File: src/rtl/sstart_pkg.sv
`timescale 1ns/1ps
package sstart_pkg;

    typedef enum logic [1:0] {
        PH_OFF  = 2'd0,
        PH_RAMP = 2'd1,
        PH_HOLD = 2'd2
    } sstart_phase_e;

endpackage

File: src/rtl/sstart_tick_timer.sv
`timescale 1ns/1ps
module sstart_tick_timer #(
    parameter int LIMIT = 256
) (
    input  logic clk,
    input  logic rst_n,
    input  logic clr,
    input  logic run,
    output logic expire
);
    localparam int CW = (LIMIT > 1) ? $clog2(LIMIT) : 1;

    generate
        if (LIMIT <= 1) begin : g_single
            assign expire = run;
        end else begin : g_count
            localparam logic [CW-1:0] LAST = CW'(LIMIT - 1);
            logic [CW-1:0] cnt_d, cnt_q;

            always_comb begin
                expire = run && (cnt_q == LAST);
                cnt_d  = cnt_q;
                if (clr)
                    cnt_d = '0;
                else if (run)
                    cnt_d = expire ? '0 : cnt_q + CW'(1);
            end

            always_ff @(posedge clk or negedge rst_n) begin
                if (!rst_n) cnt_q <= '0;
                else        cnt_q <= cnt_d;
            end
        end
    endgenerate

endmodule

File: src/rtl/sstart_level_sel.sv
`timescale 1ns/1ps
module sstart_level_sel #(
    parameter int LEVEL_W = 5
) (
    input  logic [LEVEL_W-1:0] level,
    input  logic [LEVEL_W-1:0] target,
    output logic [LEVEL_W-1:0] code,
    output logic               reached
);
    always_comb begin
        reached = (level >= target);
        code    = reached ? target : level;
    end
endmodule

File: src/rtl/sstart_seq.sv
`timescale 1ns/1ps
module sstart_seq #(
    parameter int LEVEL_W    = 5,
    parameter int STEP_TICKS = 256,
    parameter int HALF_TICKS = 6000
) (
    input  logic               clk,
    input  logic               rst_n,
    input  logic               tick,
    input  logic               enable,
    input  logic [LEVEL_W-1:0] target,
    output logic [LEVEL_W-1:0] ramp_code,
    output logic               ramp_done,
    output logic               half_limit
);
    import sstart_pkg::*;

    typedef struct packed {
        sstart_phase_e      phase;
        logic [LEVEL_W-1:0] level;
        logic [LEVEL_W-1:0] code;
        logic               half;
    } seq_state_t;

    seq_state_t st_d, st_q;

    logic step_run, step_clr, step_exp;
    logic half_run, half_clr, half_exp;
    logic [LEVEL_W-1:0] level_nxt;
    logic [LEVEL_W-1:0] sel_code;
    logic               sel_reached;

    assign step_run = tick && enable && (st_q.phase == PH_RAMP);
    assign step_clr = !enable || (st_q.phase != PH_RAMP);
    assign half_run = tick && enable && st_q.half;
    assign half_clr = !enable || (st_q.phase == PH_OFF);

    sstart_tick_timer #(.LIMIT(STEP_TICKS)) u_dwell (
        .clk    (clk),
        .rst_n  (rst_n),
        .clr    (step_clr),
        .run    (step_run),
        .expire (step_exp)
    );

    sstart_tick_timer #(.LIMIT(HALF_TICKS)) u_window (
        .clk    (clk),
        .rst_n  (rst_n),
        .clr    (half_clr),
        .run    (half_run),
        .expire (half_exp)
    );

    assign level_nxt = st_q.level + LEVEL_W'(step_exp);

    sstart_level_sel #(.LEVEL_W(LEVEL_W)) u_sel (
        .level   (level_nxt),
        .target  (target),
        .code    (sel_code),
        .reached (sel_reached)
    );

    always_comb begin
        st_d = st_q;
        if (!enable) begin
            st_d = '0;
        end else begin
            case (st_q.phase)
                PH_OFF: begin
                    st_d.phase = (target == '0) ? PH_HOLD : PH_RAMP;
                    st_d.level = '0;
                    st_d.code  = '0;
                    st_d.half  = 1'b1;
                end
                PH_RAMP: begin
                    st_d.level = level_nxt;
                    st_d.code  = sel_code;
                    st_d.phase = sel_reached ? PH_HOLD : PH_RAMP;
                    st_d.half  = st_q.half && !half_exp;
                end
                PH_HOLD: begin
                    st_d.code = target;
                    st_d.half = st_q.half && !half_exp;
                end
                default: st_d = '0;
            endcase
        end
    end

    always_ff @(posedge clk or negedge rst_n) begin
        if (!rst_n) st_q <= '0;
        else        st_q <= st_d;
    end

    assign ramp_code  = st_q.code;
    assign ramp_done  = (st_q.phase == PH_HOLD);
    assign half_limit = st_q.half;

endmodule

File: config.mk
export PLATFORM = sky130hd
export DESIGN_NAME = sstart_seq
export DESIGN_NICKNAME = d
export VERILOG_FILES = /design/src/rtl/sstart_pkg.sv /design/src/rtl/sstart_tick_timer.sv /design/src/rtl/sstart_level_sel.sv /design/src/rtl/sstart_seq.sv
export SDC_FILE = /design/constraint.sdc
export NUM_CORES = 1
export LEC_CHECK = 0
export BUFFER_PORTS_ARGS = -buffer_cell sky130_fd_sc_hd__buf_2
export CORE_MARGIN = 1
export CORE_UTILIZATION = 55
export CTS_CLUSTER_DIAMETER = 50
export DETAILED_ROUTE_END_ITERATION = 8
export PLACE_DENSITY = 0.74
export SYNTH_ARGS = -nofsm -noshare
export SYNTH_HDL_FRONTEND = slang
export SYNTH_SLANG_ARGS = --single-unit
File: constraint.sdc
create_clock -name clk -period 3.27 [get_ports clk]
set_input_delay 0.4905 -clock clk [delete_from_list [all_inputs] [get_ports clk]]
set_output_delay 0.4905 -clock clk [all_outputs]
set_load 0.02 [all_outputs]
==> metrics.txt, run 1 <==
crit start category=flip-flop; Peak supply drop=0.157 mV; Final Critical Period=2.92 ns; cell family contributing the most delay on the critical path=adder cells; Unique masters post-synth=44; fin crit share=89.3%; syn_nets=220; fin. max-slew vios=0; final routed wirelength across all metal layers=3730 um; Max-Slew Margin vs Limit=50.3%; maximum number of pins on one net before global-route repair=35; placed wire-length estimate=2770 um; r2r worst-path depth=12; slowest cell delay on critical path=0.39 ns; gr usage total=22.8%; Seq cells post-synth=34; area inside the core boundary=3340 sq um; standard-cell rows=21; maximum clock frequency=343 MHz; Nets=230; non-filler cells, final=259; kind of end point of the critical path=flip-flop; fraction of post-synthesis cell area in the top cell type by area=44.1%; result of the run=finished, final reports clean; Synthesis Warnings=0; DRT antenna net count=0; layout cell share with drive strength beyond 1=12.7%; post-synthesis sequential area ratio=44.1%; floorplan die area=3750 sq um; number of enable-type register cells in the synthesized netlist=0; total negative setup slack=0 ns; RePlAce Congestion=0.776; Crit path top cell by count=sky130_fd_sc_hd__ha_1; kind of critical path=reg -> reg; buffers inserted by post-CTS timing repair=0; synthesized cell area=1930 sq um; CTS tree=built; CP Depth=12; critical path data required time=3.49 ns; static power due to leakage=0.000939 uW; starting utilization of the core area=57.8%; Critical Path, Cell by Cell=ha_1 -> nand4_1 -> nor3_1 -> ha_1 -> ha_1 -> nand3_1 -> xnor2_1 -> ha_1 -> a21oi_1 -> a2bb2oi_1 -> o31ai_1 -> a22o_1; Synth async-reset ratio=100%; average instance area after synthesis=9.55 sq um; Hold Vio Cnt, Final=0; end of the worst register-to-register path=ramp_code[0]$_DFF_PN0_; type of the most critical hold path=in -> async; r2r startpoint=u_dwell.g_count.cnt_q[0]$_DFFE_PN0P_; Vias per Instance=5.88; number of diodes added for antenna fixing=0; total power density per cell area=354 nW/um^2; Die Span X=61.2 um; leading post-synthesis cells by cell area=sky130_fd_sc_hd__dfrtp_1 44%, sky130_fd_sc_hd__ha_1 5.8%, sky130_fd_sc_hd__xnor2_1 5.5%, sky130_fd_sc_hd__nor2_1 4.3%, sky130_fd_sc_hd__nand2_1 3.5%; most instantiated flip-flop cell in the synthesis netlist=sky130_fd_sc_hd__dfrtp_1; Sink Count=34; unrepaired setup endpoints after global routing=false; CTS H-tree lvls=2; synthesis-to-layout area growth=6.75%; number of hold buffers added after cts=0; DRT iter0 DRCs=103; worst reg-to-reg setup slack=0.35 ns; synthesized instance count=202; # setup viols final=0; GRT overflow=0; slowest stage cell on the critical path=sky130_fd_sc_hd__dfrtp_1; worst setup path start=u_dwell.g_count.cnt_q[0]$_DFFE_PN0P_; largest area contributor in the netlist=sky130_fd_sc_hd__dfrtp_1; cell at the root of the clock tree=sky130_fd_sc_hd__clkbuf_4; number of instances resized during post-cts repair=0; wire length of the first global-routing pass=6200 um; Avg WL per Cell=14.4 um; Worst Tran Pin Value=0.745 ns; number of placed instances with taps included=251; Clock Latency Late Sink=0.33 ns; I/O pins=16; number of optimization iterations in the first detailed-route pass=4; vias post-DR=1,522; maximum clock insertion buffer count=2; residual DRC count=0; sum of buffers and inverters on the critical path=0; cell types with the highest counts after synthesis=34 x sky130_fd_sc_hd__dfrtp_1, 22 x sky130_fd_sc_hd__nor2_1, 18 x sky130_fd_sc_hd__nand2_1, 12 x sky130_fd_sc_hd__xnor2_1; buffers added on ports=15; vias in the first global route=1,426; Worst Clk Skew=0.0106 ns; Maximum Capacitance Violations=0; number of clock buffers inserted by TritonCTS=5; Critical Path AT=3.14 ns; initial antenna violation count=0; clock-pin transition on the worst setup and hold timing paths=0.10 ns; Die H=61.2 um; critical path endpoint=ramp_code[0]$_DFF_PN0_; worst-path fanout max=5; most common cell in the netlist=sky130_fd_sc_hd__dfrtp_1
registers in the layout, indices dropped and copies added (netlist names):
name and cells:
half_limit 1, ramp_code 5, st_q 7, u_dwell.g_count.cnt_q 8, u_window.g_count.cnt_q 13
layout by cell type (no fill, tap or decap), types with 5 or more instances in the layout:
| master | count |
|---|---|
| sky130_fd_sc_hd__buf_2 | 15 |
| sky130_fd_sc_hd__ha_1 | 9 |
| sky130_fd_sc_hd__nand2_1 | 18 |
| sky130_fd_sc_hd__inv_1 | 8 |
| sky130_fd_sc_hd__dfrtp_1 | 34 |
| sky130_fd_sc_hd__clkbuf_4 | 5 |
| sky130_fd_sc_hd__a22o_1 | 5 |
| sky130_fd_sc_hd__nor2_1 | 22 |
| sky130_fd_sc_hd__a22oi_1 | 5 |
| sky130_fd_sc_hd__nand4_1 | 6 |
| sky130_fd_sc_hd__nand3_1 | 9 |
| sky130_fd_sc_hd__xnor2_1 | 12 |
| sky130_fd_sc_hd__a21oi_1 | 9 |
layer usage:
layer / track usage [%] / up-vias / part of all wire (%)
li1: - / 750 / -
met1: 28.1 / 738 / 46
met2: 37.3 / 30 / 50
met3: 6.72 / 4 / 3.5
met4: 9.42 / 0 / 0.83
met5: 0 / - / 0
how the worst min path moves through the flow:
stage	startpoint	endpoint	depth (start not counted)
2_1_floorplan	rst_n	half_limit$_DFF_PN0_	0
3_3_place_gp	u_dwell.g_count.cnt_q[7]$_DFFE_PN0P_	u_dwell.g_count.cnt_q[7]$_DFFE_PN0P_	1
3_5_place_dp	u_dwell.g_count.cnt_q[7]$_DFFE_PN0P_	u_dwell.g_count.cnt_q[7]$_DFFE_PN0P_	1
4_1_cts	rst_n	st_q[10]$_DFFE_PN0P_	1
5_1_grt	rst_n	st_q[8]$_DFFE_PN0P_	1
6_report	rst_n	u_window.g_count.cnt_q[0]$_DFFE_PN0P_	1
worst reg2reg max path: cells and delay by family, from the launching register on:
family / cells / cell delay (ns)
xor gates and xnor gates: 1 / 0.25
and+or+nand+nor: 3 / 0.41
adders and majority gates: 4 / 0.90
DFF: 1 / 0.39
AOI/OAI and AO/OA: 4 / 0.85
per-stage QoR:
stage | setup WS [ns] | hold slack (ns) | util (%) | cell area, sq um | power [uW]
after floorplan | 0.309 | 0.195 | - | 1930 | 474
after detailed placement | 0.178 | 0.494 | 59.9 | 2000 | 499
after CTS | 0.323 | 0.231 | 61.7 | 2060 | 738
after global placement | 0.324 | 0.477 | 59.9 | 2000 | 496
after global routing | 0.0982 | 0.267 | 61.7 | 2060 | 768
final | 0.350 | 0.211 | 61.7 | 2060 | 729
power by group:
group / internal, uW / switching, uW / leakage, uW
clock: 104 / 135 / 0.0000353
sequential: 424 / 5.76 / 0.000471
combinational: 17.5 / 43.1 / 0.000433
total: 546 / 184 / 0.000939
area by class of cell:
class                      instances  area, sq um
inverter                           8         30.0
clock inverter                     1         5.00
timing repair buffer              16         82.6
fill                             298         1280
clock buffer                       7         55.1
sequential                        34          851
tap                               46         57.6
multi-input combinational        147          977
cells by family after synthesis:
family	share of synthesized area [%]
buf+inv	5.19
flops	44.1
simple gates	20.5
xor+xnor	6.81
fa+ha+maj	5.84
compound gates	17.5
(Power assumes the default switching activity.)
==> run 2, diff against run 1 <==
Settings changed: ABC_AREA set to 1.
==> metrics.txt, run 2 <==
type of the most critical hold path=in -> async; number of hold buffers added after cts=0 (unchanged); Max-Slew Margin vs Limit=48.7% (-1.7 points); number of optimization iterations in the first detailed-route pass=4 (unchanged); post-synthesis sequential area ratio=40.3% (-3.8 points); vias in the first global route=1,747 (+23%); RePlAce Congestion=0.884 (+14%); worst reg-to-reg setup slack=0.33 ns (-0.02 ns); Critical Path AT=3.10 ns (-0.04 ns); starting utilization of the core area=57.7% (-0.12 points); Maximum Capacitance Violations=0 (unchanged); synthesis-to-layout area growth=8.89%; Synth async-reset ratio=100% (unchanged); result of the run=finished, final reports clean; cell at the root of the clock tree=sky130_fd_sc_hd__clkbuf_8; fin. max-slew vios=0 (unchanged); buffers added on ports=15 (unchanged); end of the worst register-to-register path=ramp_code[1]$_DFF_PN0_; I/O pins=16 (unchanged); total power after layout=859 uW (+18%); CTS tree=built; wire length of the first global-routing pass=7220 um (+16%); maximum clock frequency=341 MHz (-0.57%); most common cell after layout, fill and taps aside=sky130_fd_sc_hd__nand2_1; register containing the most flip-flops in the final layout=u_window.g_count.cnt_q; Post-Place Worst Slack=0.226 ns (+0.0484 ns); Vias per Instance=5.24 (-11%); number of instances resized during post-cts repair=0 (unchanged); initial antenna violation count=0 (unchanged); commonest non-fill, non-tap cells in the layout=69 x sky130_fd_sc_hd__nand2_1, 40 x sky130_fd_sc_hd__inv_1, 35 x sky130_fd_sc_hd__nand3_1; Peak supply drop=0.228 mV (+45%); Avg WL per Cell=11.7 um (-19%); Clock Latency Late Sink=0.28 ns (-0.05 ns); number of diodes added for antenna fixing=0 (unchanged); average instance area after synthesis=7.38 sq um (-23%); Nets=321 (+40%); area inside the core boundary=3660 sq um (+9.7%); Hold Vio Cnt, Final=0 (unchanged); kind of end point of the critical path=flip-flop; residual DRC count=0 (unchanged); clock-pin transition on the worst setup and hold timing paths=0.07 ns (-0.03 ns); crit start category=flip-flop; gr usage total=22.5% (-0.25 points); DRT iter0 DRCs=110 (+6.8%); synthesized instance count=286 (+42%); least setup slack across all paths after layout=0.334 ns (-0.0168 ns); final worst hold slack=0.287 ns (+0.0764 ns); maximum clock insertion buffer count=2 (unchanged); Final Critical Period=2.94 ns (+0.0168 ns); standard-cell rows=22 (+4.8%); kind of critical path=reg -> reg; Seq cells post-synth=34 (unchanged); r2r worst-path depth=18 (+6); static power due to leakage=0.00117 uW (+25%); number of enable-type register cells in the synthesized netlist=0 (unchanged); most common cell in the netlist=sky130_fd_sc_hd__nand2_1; largest registers=u_window.g_count.cnt_q (13), u_dwell.g_count.cnt_q (8), st_q (7); Die Span X=64.0 um (+4.5%); synthesized cell area=2110 sq um (+9.5%); unrepaired setup endpoints after global routing=false; buffers inserted by post-CTS timing repair=0 (unchanged); Unique masters post-synth=28 (-36%); number of clock buffers inserted by TritonCTS=5 (unchanged); Worst Tran Pin Value=0.770 ns (+0.0249 ns); largest area contributor in the netlist=sky130_fd_sc_hd__dfrtp_1; Synthesis Warnings=0 (unchanged); GRT overflow=0 (unchanged); placed wire-length estimate=3130 um (+13%); layout cell share with drive strength beyond 1=14.1% (+1.5 points); Sink Count=34 (unchanged); cell types with the highest counts after synthesis=69 x sky130_fd_sc_hd__nand2_1, 40 x sky130_fd_sc_hd__inv_1, 35 x sky130_fd_sc_hd__nand3_1, 34 x sky130_fd_sc_hd__dfrtp_1, 24 x sky130_fd_sc_hd__nor2_1; fin crit share=89.8% (+0.51 points); # setup viols final=0 (unchanged); most instantiated flip-flop cell in the synthesis netlist=sky130_fd_sc_hd__dfrtp_1; Worst Clk Skew=0.00685 ns (-0.00374 ns); fraction of post-synthesis cell area in the top cell type by area=40.3% (-3.8 points); Die H=64.0 um (+4.5%); syn_nets=304 (+38%); critical path data required time=3.43 ns (-0.06 ns); final routed wirelength across all metal layers=4110 um (+10%); r2r startpoint=u_dwell.g_count.cnt_q[0]$_DFFE_PN0P_; floorplan die area=4090 sq um (+9.2%); total negative setup slack=0 ns (unchanged); worst-path fanout max=6 (+1); DRT antenna net count=0 (unchanged); total power density per cell area=374 nW/um^2 (+5.5%); maximum number of pins on one net before global-route repair=35 (unchanged); Layout fillers=315 (+5.7%); CTS H-tree lvls=2 (unchanged); vias post-DR=1,845 (+21%); leading post-synthesis cells by cell area=sky130_fd_sc_hd__dfrtp_1 40%, sky130_fd_sc_hd__nand2_1 12%, sky130_fd_sc_hd__nand3_1 8.3%, sky130_fd_sc_hd__inv_1 7.1%, sky130_fd_sc_hd__ha_1 5.3%; flip-flop count of the largest register, all copies and words added=13 (unchanged)
-- run 2: cell types whose count changed after synthesis, sizes merged, moves of 5 or more --
cell	delta
nor2	+8
a21oi	+8
nand3	+28
inv	+38
a22oi	-5
nor3	+5
xnor2	-11
nand2	+53
o21ai	+5
a22o	-5
clkbuf	-6
-- run 2: logic make-up after synthesis --
logic type | count (synthesis) | share of synthesized area, %
DFF | 34 | 40.3
xor gates and xnor gates | 3 | 1.25
and+or+nand+nor | 154 | 33.8
adders and majority gates | 9 | 5.34
buffers and inverters | 54 | 11.2
AOI/OAI and AO/OA | 32 | 8.12
-- run 2: cell type report --
| cell class | count | area (sq um) | share of cell area, % |
|---|---|---|---|
| Timing Repair Buffer | 18 | 97.6 | 4.25 |
| Tap cell | 48 | 60.1 | 2.61 |
| Inverter | 46 | 175 | 7.62 |
| Clock buffer | 7 | 86.3 | 3.76 |
| Multi-Input combinational cell | 198 | 1020 | 44.5 |
| Clock inverter | 1 | 5.00 | 0.218 |
| Sequential cell | 34 | 851 | 37.0 |
-- run 2: report_power, final --
group / switching (uW) / internal (uW)
clock network: 146 / 170
registers: 7.68 / 429
logic: 76.6 / 30.4
-- run 2: how the worst max path moves through the flow --
stage	slack, ns	endpoint	depth (start not counted)	from
after global routing	0.04	ramp_code[4]$_DFF_PN0_	19	u_dwell.g_count.cnt_q[0]$_DFFE_PN0P_
after global placement	0.35	ramp_code[1]$_DFF_PN0_	17	enable
after CTS	0.33	ramp_code[1]$_DFF_PN0_	19	u_dwell.g_count.cnt_q[0]$_DFFE_PN0P_
after detailed placement	0.23	ramp_code[1]$_DFF_PN0_	18	enable
after floorplan	0.63	ramp_code[0]$_DFF_PN0_	18	enable
final	0.33	ramp_code[1]$_DFF_PN0_	18	u_dwell.g_count.cnt_q[0]$_DFFE_PN0P_
-- run 2: worst max-delay path, stage by stage (launching register included) --
cell and delay [ns]:
sky130_fd_sc_hd__dfrtp_1 0.41, sky130_fd_sc_hd__ha_1 0.24, sky130_fd_sc_hd__nand3_1 0.10, sky130_fd_sc_hd__inv_1 0.06, sky130_fd_sc_hd__nand3_2 0.10, sky130_fd_sc_hd__inv_1 0.05, sky130_fd_sc_hd__ha_1 0.20, sky130_fd_sc_hd__ha_1 0.23
sky130_fd_sc_hd__nand3_1 0.09, sky130_fd_sc_hd__nand2_1 0.05, sky130_fd_sc_hd__nand2_1 0.11, sky130_fd_sc_hd__inv_1 0.06, sky130_fd_sc_hd__ha_1 0.28, sky130_fd_sc_hd__nand2_1 0.10, sky130_fd_sc_hd__inv_1 0.06, sky130_fd_sc_hd__a21oi_1 0.35
sky130_fd_sc_hd__nand3_1 0.15, sky130_fd_sc_hd__nand3_1 0.12, sky130_fd_sc_hd__a21oi_1 0.06
-- run 2: metal layers --
metal,track usage [%],vias up,routed length (um)
met3,5.18,6,190
met1,29.0,851,1970
met4,7.39,0,52
li1,-,951,-
met5,0,-,0
met2,37.1,37,1890
-- run 2: per-stage QoR --
step / utilization [%] / cells / cell area [sq um]
after floorplan: - / 286 / 2110
after global placement: 60.3 / 344 / 2210
after detailed placement: 60.3 / 344 / 2210
after CTS: 62.8 / 352 / 2300
after global routing: 62.8 / 352 / 2300
final: 62.8 / 352 / 2300
==> run 3, diff against run 2 <==
Settings changed: CELL_PAD_IN_SITES_DETAIL_PLACEMENT set to 2, CELL_PAD_IN_SITES_GLOBAL_PLACEMENT set to 2, CORE_UTILIZATION 55 to 35, PLACE_DENSITY 0.74 to 0.8.
==> metrics.txt, run 3 (synthesis results as in run 2) <==
starting utilization of the core area=37.2% (-20 points); Avg WL per Cell=15.6 um (+34%); Maximum Capacitance Violations=0 (unchanged); register containing the most flip-flops in the final layout=u_window.g_count.cnt_q; maximum number of pins on one net before global-route repair=35 (unchanged); Max-Slew Margin vs Limit=47.1% (-1.6 points); r2r worst-path depth=20 (+2); kind of end point of the critical path=flip-flop; CTS tree=built; worst reg-to-reg setup slack=0.32 ns (about the same); total power after layout=885 uW (+3.0%); I/O pins=16 (unchanged); Sink Count=34 (unchanged); Clock Latency Late Sink=0.29 ns (about the same); Nets=322 (+0.31%); Cell Area, Placed=2240 sq um (+1.7%); unrepaired setup endpoints after global routing=false; floorplan die area=6350 sq um (+55%); Hold Vio Cnt, Final=0 (unchanged); Die H=79.7 um (+25%); commonest non-fill, non-tap cells in the layout=69 x sky130_fd_sc_hd__nand2_1, 40 x sky130_fd_sc_hd__inv_1, 34 x sky130_fd_sc_hd__nand3_1, 34 x sky130_fd_sc_hd__dfrtp_1, 24 x sky130_fd_sc_hd__nor2_1; result of the run=finished, final reports clean; initial antenna violation count=0 (unchanged); maximum clock insertion buffer count=2 (unchanged); fin. max-slew vios=0 (unchanged); Die Span X=79.7 um (+25%); fin crit share=90.1% (+0.34 points); # setup viols final=0 (unchanged); final routed wirelength across all metal layers=5900 um (+44%); worst-path fanout max=8 (+2); critical path data required time=3.49 ns (+0.06 ns); cell at the root of the clock tree=sky130_fd_sc_hd__clkbuf_8; final worst hold slack=0.277 ns (-0.0106 ns); slowest stage cell on the critical path=sky130_fd_sc_hd__dfrtp_1; synthesis-to-layout area growth=11.1%; DRT antenna net count=0 (unchanged); RePlAce Congestion=0.817 (-7.6%); maximum clock frequency=339 MHz (-0.38%); buffers inserted by post-CTS timing repair=0 (unchanged); GRT overflow=0 (unchanged); number of optimization iterations in the first detailed-route pass=3 (-1); placed wire-length estimate=4580 um (+46%); clock-pin transition on the worst setup and hold timing paths=0.08 ns (about the same); footprint of the flip-flops and latches=851 sq um (unchanged); Crit path top cell by count=sky130_fd_sc_hd__nand2_1; residual DRC count=0 (unchanged); area inside the core boundary=5680 sq um (+55%); largest registers=u_window.g_count.cnt_q (13), u_dwell.g_count.cnt_q (8), st_q (7); Vias per Instance=5.10 (-2.7%); number of clock buffers inserted by TritonCTS=5 (unchanged); slowest cell delay on critical path=0.44 ns (+0.03 ns); flip-flop count of the largest register, all copies and words added=13 (unchanged); Critical Path AT=3.17 ns (+0.07 ns); gr usage total=21.1% (-1.4 points); non-filler cells, final=377 (+7.1%); wire length of the first global-routing pass=10,300 um (+42%); layer with the highest usage=met2; vias in the first global route=2,149 (+23%); type of the most critical hold path=in -> async; buffers added on ports=15 (unchanged); GR Util met1=27.3% (-1.7 points); M2 GR Usage=35.5% (-1.6 points); cell family contributing the most delay on the critical path=simple AND/OR/NAND/NOR gates; number of diodes added for antenna fixing=0 (unchanged); number of placed instances with taps included=369 (+7.3%); met3 layer usage reported by global route=4.23% (-0.95 points); static power due to leakage=0.00119 uW (+1.1%); r2r startpoint=st_q[11]$_DFFE_PN0P_; Layout fillers=694 (+120%); total power density per cell area=378 nW/um^2 (+1.0%); end of the worst register-to-register path=ramp_code[0]$_DFF_PN0_; vias post-DR=1,922 (+4.2%); crit start category=flip-flop; Critical Path, Cell by Cell=inv_2 -> nor2_4 -> nand2_4 -> nor2_4 -> nand3_2 -> inv_1 -> ha_1 -> ha_1 -> nand3_1 -> nand2_1 -> nand2_1 -> inv_1 -> ha_1 -> nand2_1 -> nor2_1 -> nand2_1 -> nand3_2 -> nand2_1 -> nand3_1 -> a21oi_1; Worst Tran Pin Value=0.793 ns (+0.0233 ns); layout cell share with drive strength beyond 1=15.1% (+0.94 points); Worst Clk Skew=0.00721 ns (+0.000358 ns); CTS H-tree lvls=2 (unchanged); Final Critical Period=2.95 ns (+0.0112 ns); DRT iter0 DRCs=100 (-9.1%); post-layout instance area=2340 sq um (+2.0%); standard-cell rows=27 (+23%); most common cell after layout, fill and taps aside=sky130_fd_sc_hd__nand2_1; multi-input combinational cell area=1030 sq um (+0.86%); total negative setup slack=0 ns (unchanged); Peak supply drop=0.145 mV (-36%); sum of buffers and inverters on the critical path=3 (-1); kind of critical path=reg -> reg
## run 3: cell count changes in the layout (fill, tap and decap cells not counted)
cell                      previous run  this run
sky130_fd_sc_hd__a21oi_1            17        16
sky130_fd_sc_hd__nand3_2             2         3
sky130_fd_sc_hd__nand3_1            35        34
sky130_fd_sc_hd__a21oi_2             0         1
sky130_fd_sc_hd__buf_4               3         4
## run 3: how the worst max path moves through the flow
| stage | startpoint | endpoint | slack (ns) | cells after the start |
|---|---|---|---|---|
| after floorplan | enable | ramp_code[0]$_DFF_PN0_ | 0.63 | 18 |
| after detailed placement | st_q[11]$_DFFE_PN0P_ | st_q[12]$_DFFE_PN0P_ | 0.24 | 18 |
| after global routing | st_q[11]$_DFFE_PN0P_ | ramp_code[2]$_DFF_PN0_ | 0.003 | 20 |
| after CTS | st_q[11]$_DFFE_PN0P_ | st_q[12]$_DFFE_PN0P_ | 0.21 | 19 |
| after global placement | st_q[12]$_DFFE_PN0P_ | ramp_code[2]$_DFF_PN0_ | 0.40 | 17 |
| final | st_q[11]$_DFFE_PN0P_ | ramp_code[0]$_DFF_PN0_ | 0.32 | 20 |
## run 3: per-stage QoR
step                      util, %  setup slack, ns
after floorplan                 -            0.635
after global placement       39.6            0.403
after detailed placement     39.6            0.244
after CTS                    41.2            0.213
after global routing         41.3          0.00345
final                        41.3            0.322
## run 3: timing repair
action	4_1_cts	5_1_grt
resized for setup	0	2
hold buffers	0	0
endpoints found under the setup margin	0	6
## run 3: cell type report
| type | instances | share of cell area, % |
|---|---|---|
| Inverter | 46 | 7.47 |
| Multi-Input combinational cell | 198 | 44.0 |
| Clock inverter | 1 | 0.213 |
| Sequential cell | 34 | 36.3 |
| Tap cell | 72 | 3.84 |
| Clock buffer | 7 | 3.68 |
| Timing Repair Buffer | 19 | 4.48 |
## run 3: layer usage
metal	wire length (um)	vias to the layer above	part of all wire [%]
met3	147	9	2.5
met5	0	-	0
li1	-	949	-
met2	2840	21	48
met1	2840	943	48
met4	74	0	1.3
## run 3: power by group
group	internal, uW	switching, uW	total, uW
Clock	170	159	329
Sequential	428	10.4	439
Combinational	31.4	86.2	118
Total	630	256	885
